File: config.mk
export PLATFORM = sky130hd
export DESIGN_NAME = video_agc
export DESIGN_NICKNAME = d
export VERILOG_FILES = /design/src/rtl/video_agc_pkg.sv /design/src/rtl/video_agc_rst_sync.sv /design/src/rtl/video_agc_meas.sv /design/src/rtl/video_agc_step.sv /design/src/rtl/video_agc.sv
export SDC_FILE = /design/constraint.sdc
export NUM_CORES = 1
export LEC_CHECK = 0
export CORE_ASPECT_RATIO = 0.5
export CORE_UTILIZATION = 30
export CTS_CLUSTER_DIAMETER = 50
export DETAILED_ROUTE_END_ITERATION = 10
export PLACE_DENSITY = 0.53
export SLEW_MARGIN = 20
export SYNTH_ARGS = -nofsm -noshare
export SYNTH_HDL_FRONTEND = slang
export SYNTH_SLANG_ARGS = --single-unit
File: constraint.sdc
create_clock -name clk -period 2.9 [get_ports clk]
set_clock_uncertainty 0.15 [all_clocks]
set_input_delay 0.435 -clock clk [delete_from_list [all_inputs] [get_ports clk]]
set_output_delay 0.435 -clock clk [all_outputs]
set_load 0.03 [all_outputs]
File: src/rtl/video_agc_pkg.sv
package video_agc_pkg;
  typedef enum logic [1:0] {
    AGC_SYNC     = 2'd0,
    AGC_OVF      = 2'd1,
    AGC_FIXED    = 2'd2,
    AGC_SYNC_OVF = 2'd3
  } agc_mode_e;
endpackage

File: src/rtl/video_agc_rst_sync.sv
module video_agc_rst_sync #(
  parameter int STAGES = 2
) (
  input  logic clk,
  input  logic rst_n,
  output logic rst_n_s
);
  logic [STAGES-1:0] chain_q;

  always_ff @(posedge clk or negedge rst_n) begin
    if (!rst_n) chain_q <= '0;
    else        chain_q <= {chain_q[STAGES-2:0], 1'b1};
  end

  assign rst_n_s = chain_q[STAGES-1];
endmodule

File: src/rtl/video_agc_meas.sv
module video_agc_meas #(
  parameter int DATA_W = 10
) (
  input  logic              clk,
  input  logic              rst_n,
  input  logic [DATA_W-1:0] adc_data,
  input  logic              adc_ovf,
  input  logic              clamp_win,
  input  logic              tip_win,
  input  logic              line_strb,
  input  logic              restart,
  output logic [DATA_W-1:0] height,
  output logic              ovf_line
);
  logic [DATA_W-1:0] black_q, black_d;
  logic [DATA_W-1:0] tip_q, tip_d;
  logic              pend_q, pend_d;

  always_comb begin
    black_d = black_q;
    tip_d   = tip_q;
    if (clamp_win) black_d = adc_data;
    if (tip_win)   tip_d   = adc_data;
    if (line_strb || restart) pend_d = 1'b0;
    else                      pend_d = pend_q | adc_ovf;
  end

  always_ff @(posedge clk or negedge rst_n) begin
    if (!rst_n) begin
      black_q <= '0;
      tip_q   <= '0;
      pend_q  <= 1'b0;
    end else begin
      black_q <= black_d;
      tip_q   <= tip_d;
      pend_q  <= pend_d;
    end
  end

  assign height   = (black_q > tip_q) ? (black_q - tip_q) : '0;
  assign ovf_line = pend_q | adc_ovf;
endmodule

File: src/rtl/video_agc_step.sv
module video_agc_step
  import video_agc_pkg::*;
#(
  parameter int DATA_W      = 10,
  parameter int GAIN_W      = 5,
  parameter int GAIN_MAX    = 16,
  parameter int SYNC_TARGET = 96,
  parameter int DEADBAND    = 2
) (
  input  agc_mode_e         mode,
  input  logic [GAIN_W-1:0] gain_q,
  input  logic [GAIN_W-1:0] fixed_gain,
  input  logic [DATA_W-1:0] height,
  input  logic              ovf_line,
  input  logic              line_strb,
  input  logic              restart,
  output logic [GAIN_W-1:0] gain_d
);
  localparam logic [GAIN_W-1:0] MAXG = GAIN_W'(GAIN_MAX);
  localparam logic [DATA_W-1:0] LO   = DATA_W'(SYNC_TARGET - DEADBAND);
  localparam logic [DATA_W-1:0] HI   = DATA_W'(SYNC_TARGET + DEADBAND);

  logic [GAIN_W-1:0] dec_v, inc_v;
  logic              too_small, too_big;

  always_comb begin
    dec_v     = (gain_q != '0)  ? gain_q - 1'b1 : gain_q;
    inc_v     = (gain_q < MAXG) ? gain_q + 1'b1 : MAXG;
    too_small = height < LO;
    too_big   = height > HI;
    gain_d    = gain_q;
    if (mode == AGC_FIXED) begin
      gain_d = (fixed_gain > MAXG) ? MAXG : fixed_gain;
    end else if (restart) begin
      gain_d = MAXG;
    end else if (line_strb) begin
      case (mode)
        AGC_SYNC: begin
          if (too_big)        gain_d = dec_v;
          else if (too_small) gain_d = inc_v;
        end
        AGC_OVF: begin
          if (ovf_line) gain_d = dec_v;
        end
        AGC_SYNC_OVF: begin
          if (ovf_line || too_big) gain_d = dec_v;
          else if (too_small)      gain_d = inc_v;
        end
        default: gain_d = gain_q;
      endcase
    end
  end
endmodule

File: src/rtl/video_agc.sv
module video_agc
  import video_agc_pkg::*;
#(
  parameter int DATA_W      = 10,
  parameter int GAIN_MAX    = 16,
  parameter int GAIN_W      = $clog2(GAIN_MAX + 1),
  parameter int SYNC_TARGET = 96,
  parameter int DEADBAND    = 2,
  parameter int SYNC_STAGES = 2
) (
  input  logic              clk,
  input  logic              rst_n,
  input  logic [1:0]        mode,
  input  logic [DATA_W-1:0] adc_data,
  input  logic              adc_ovf,
  input  logic              clamp_win,
  input  logic              tip_win,
  input  logic              line_strb,
  input  logic              chan_chg,
  input  logic              man_restart,
  input  logic [GAIN_W-1:0] fixed_gain,
  output logic [GAIN_W-1:0] gain
);
  localparam logic [GAIN_W-1:0] MAXG = GAIN_W'(GAIN_MAX);

  logic              rst_n_s;
  logic              restart;
  logic [DATA_W-1:0] height;
  logic              ovf_line;
  logic [GAIN_W-1:0] gain_q, gain_d;
  agc_mode_e         mode_e;

  assign restart = chan_chg | man_restart;
  assign mode_e  = agc_mode_e'(mode);

  video_agc_rst_sync #(.STAGES(SYNC_STAGES)) u_rst (
    .clk(clk), .rst_n(rst_n), .rst_n_s(rst_n_s)
  );

  video_agc_meas #(.DATA_W(DATA_W)) u_meas (
    .clk(clk), .rst_n(rst_n_s), .adc_data(adc_data), .adc_ovf(adc_ovf),
    .clamp_win(clamp_win), .tip_win(tip_win), .line_strb(line_strb),
    .restart(restart), .height(height), .ovf_line(ovf_line)
  );

  video_agc_step #(
    .DATA_W(DATA_W), .GAIN_W(GAIN_W), .GAIN_MAX(GAIN_MAX),
    .SYNC_TARGET(SYNC_TARGET), .DEADBAND(DEADBAND)
  ) u_step (
    .mode(mode_e), .gain_q(gain_q), .fixed_gain(fixed_gain), .height(height),
    .ovf_line(ovf_line), .line_strb(line_strb), .restart(restart),
    .gain_d(gain_d)
  );

  always_ff @(posedge clk or negedge rst_n_s) begin
    if (!rst_n_s) gain_q <= MAXG;
    else          gain_q <= gain_d;
  end

  assign gain = gain_q;
endmodule

==> impl_metrics.json <==
{
  "status": "finished with violations",
  "violations": "setup timing",
  "gp_congestion": 0.912,
  "ys_seq_area_share_pct": 32.5,
  "yosysTopAreaCellShare_pct": 31.3,
  "clkTransAtPathRegs_ps": 80,
  "path_max_fanout": 5,
  "synth-main-ff-cell": "dfrtp_1",
  "grt_pass1_vias": 1889,
  "power.leakage_nw": 1.23,
  "layoutNonFillerInstCount": 388,
  "grt_overflow": 0,
  "dp_slack_ps": -303,
  "rr_worst_depth": 13,
  "p_per_area_nw_per_um2": 597,
  "drt_wl_total_mm": 5.21,
  "core_area_um2": 6810,
  "crit_type": "reg -> reg",
  "fill_cells": 658,
  "setup_viol": 5,
  "wl_per_cell_um": 13.4,
  "rsz0062_at_grt": "true",
  "antenna_cells": 0,
  "layout_common_cells": "29 x clkdlybuf4s50_1, 26 x dfrtp_1, 23 x nand2_1, 23 x buf_4, 19 x a21oi_1",
  "synth_cell_types": 59,
  "ir_worst_vdd_v": 0.000340,
  "cts_tree": "yes",
  "endpoint_kind": "flip-flop",
  "htree_levels": 1,
  "cts.sinks": 28,
  "syn-num-nets": 290,
  "die_h_um": 62.0,
  "area.growth.synth_to_final_pct": 33.9,
  "dr_total_vias": 1969,
  "layout.nets": 339,
  "worstPathRequired_ps": 2930,
  "r2r_setup_slack_ps": -250,
  "first_pass_iters": 4,
  "antenna_found_initial": 0,
  "dp.cells": 381,
  "period_needed_ps": 3150,
  "grt_pass1_wl_mm": 8.81,
  "yosys-top-cells-area": "dfrtp_1 31%, ha_1 9.3%, mux2_2 5.2%, a21oi_1 4.6%, nand2_1 4.0%",
  "tns_ps": -976,
  "maxCapViolCount": 0,
  "grt_max_degree": 27,
  "ctsHoldBuffers": 0,
  "final_common_cell": "clkdlybuf4s50_1",
  "io_buffers": 29,
  "max_freq_ghz": 0.318,
  "maxSlewViolCount": 0,
  "ys_ff_latch": 28,
  "synth_enable_flop_cells": 0,
  "syn-instance-count": 248,
  "fp.dieW_um": 122,
  "cts_made_buffers": 3,
  "yosysWarningCount": 0,
  "ios": 30,
  "reg2reg_from": "u_meas.black_q[0]",
  "yosysTopAreaCell": "dfrtp_1",
  "relSlewSlack_pct": 59.2,
  "die-area_um2": 7560,
  "rows": 21,
  "whs_ps": 128,
  "initial_utilization_pct": 31.7,
  "drt_iter0_markers": 130,
  "min_path_type": "reg -> async",
  "startpoint": "u_meas.black_q[0]",
  "period_share_pct": 109,
  "insertion_delay_ps": 260,
  "syn-cell-area_um2": 2160,
  "clockBufferDepth": 2,
  "worst_slew_pin_slew_ps": 612,
  "postRouteAntennaNets": 0,
  "r2r-end": "gain[0]",
  "root_buffer": "clkbuf_16",
  "vias_per_cell": 5.07,
  "dp_hpwl_mm": 3.89,
  "critPathLaunchType": "flip-flop",
  "drcViolationCount": 0,
  "cp.arrival_ps": 3180,
  "hold_violations": 0,
  "fin_ws_ps": -249,
  "avgSynthCellArea_um2": 8.70,
  "track_usage_pct": 14.9,
  "async_reset_ff_share_pct": 100,
  "drive_above_1_share_pct": 23.0
}
[flip-flops by register name, indices dropped and copies added (netlist names)]
signal          flops
u_meas.black_q     10
gain                5
u_meas.pend_q       1
u_rst.chain_q       2
u_meas.tip_q       10
[critical path: stages (launching register included)]
cell	delay, ps
dfrtp_1	370
inv_2	70
ha_4	120
inv_2	30
fa_2	350
a211oi_2	220
o31a_2	180
o21ai_2	70
o311a_1	400
a31o_4	260
or3b_4	380
o2111ai_2	100
o211ai_2	120
a221oi_2	240
[kinds of logic after synthesis]
kind of cell | synth area share, %
compound gates | 26.1
simple gates | 17.7
flops | 32.5
buf+inv | 5.22
fa+ha+maj | 10.2
mux | 5.22
xor+xnor | 2.84
other cells | 0.174
[where the power goes]
| part | leakage (nW) | switching [mW] | total [mW] | internal (mW) |
|---|---|---|---|---|
| logic | 0.842 | 0.419 | 0.828 | 0.409 |
| registers | 0.338 | 0.0441 | 0.477 | 0.433 |
| clock network | 0.0511 | 0.145 | 0.420 | 0.275 |
[layer usage]
layer  share of wire, %  routed length, um  GRT usage (%)
met5                  0                  0              0
met2                 44               2300           26.1
met4               0.42                 22           2.29
met1                 52               2730           19.7
met3                3.0                157           3.01
[how the worst max path moves through the flow]
stage | endpoint | slack [ps]
floorplan | gain[3] | -210
global placement | gain[3] | -260
detailed placement | gain[0] | -300
CTS | gain[0] | -240
global route | gain[0] | -380
finish | gain[0] | -250
[layout make-up]
type / count / area [um2] / share of cell area, %
Multi-Input combinational cell: 193 / 1430 / 49.6
Timing Repair Buffer: 52 / 463 / 16.0
Sequential cell: 28 / 703 / 24.3
Clock inverter: 1 / 30.0 / 1.04
Tap cell: 92 / 115 / 3.98
Clock buffer: 3 / 75.1 / 2.60
Inverter: 19 / 71.3 / 2.47
[cell usage after synthesis (3+ instances only)]
cell and count:
xnor2_1 5, clkbuf_1 8, a31oi_1 5, nand2b_1 7
nand2_1 23, dfrtp_1 27, a21oi_1 20, inv_1 19
or2_2 3, nand3_1 4, o21ai_0 16, nor2b_1 5
o21ai_1 3, ha_1 16, a21boi_0 3, a21o_1 7
nor2_1 16, nor4_1 3, nor3_1 3, mux2_2 10
[stage by stage]
stage                     total power [mW]  cell area, um2  utilization, %
after floorplan                      0.995            2160               -
after global placement                1.21            2680            39.4
after detailed placement              1.21            2680            39.4
after CTS                             1.65            2800            41.1
after global routing                  1.85            2890            42.5
final                                 1.73            2890            42.5
[repair_timing]
item / CTS / global route
setup buffers: 0 / 2
resized for setup: 2 / 18
endpoints found under the setup margin: 5 / 5
pin swaps: 1 / 9
gates cloned: 0 / 1
No activity file was read; power rests on OpenSTA's default activity.
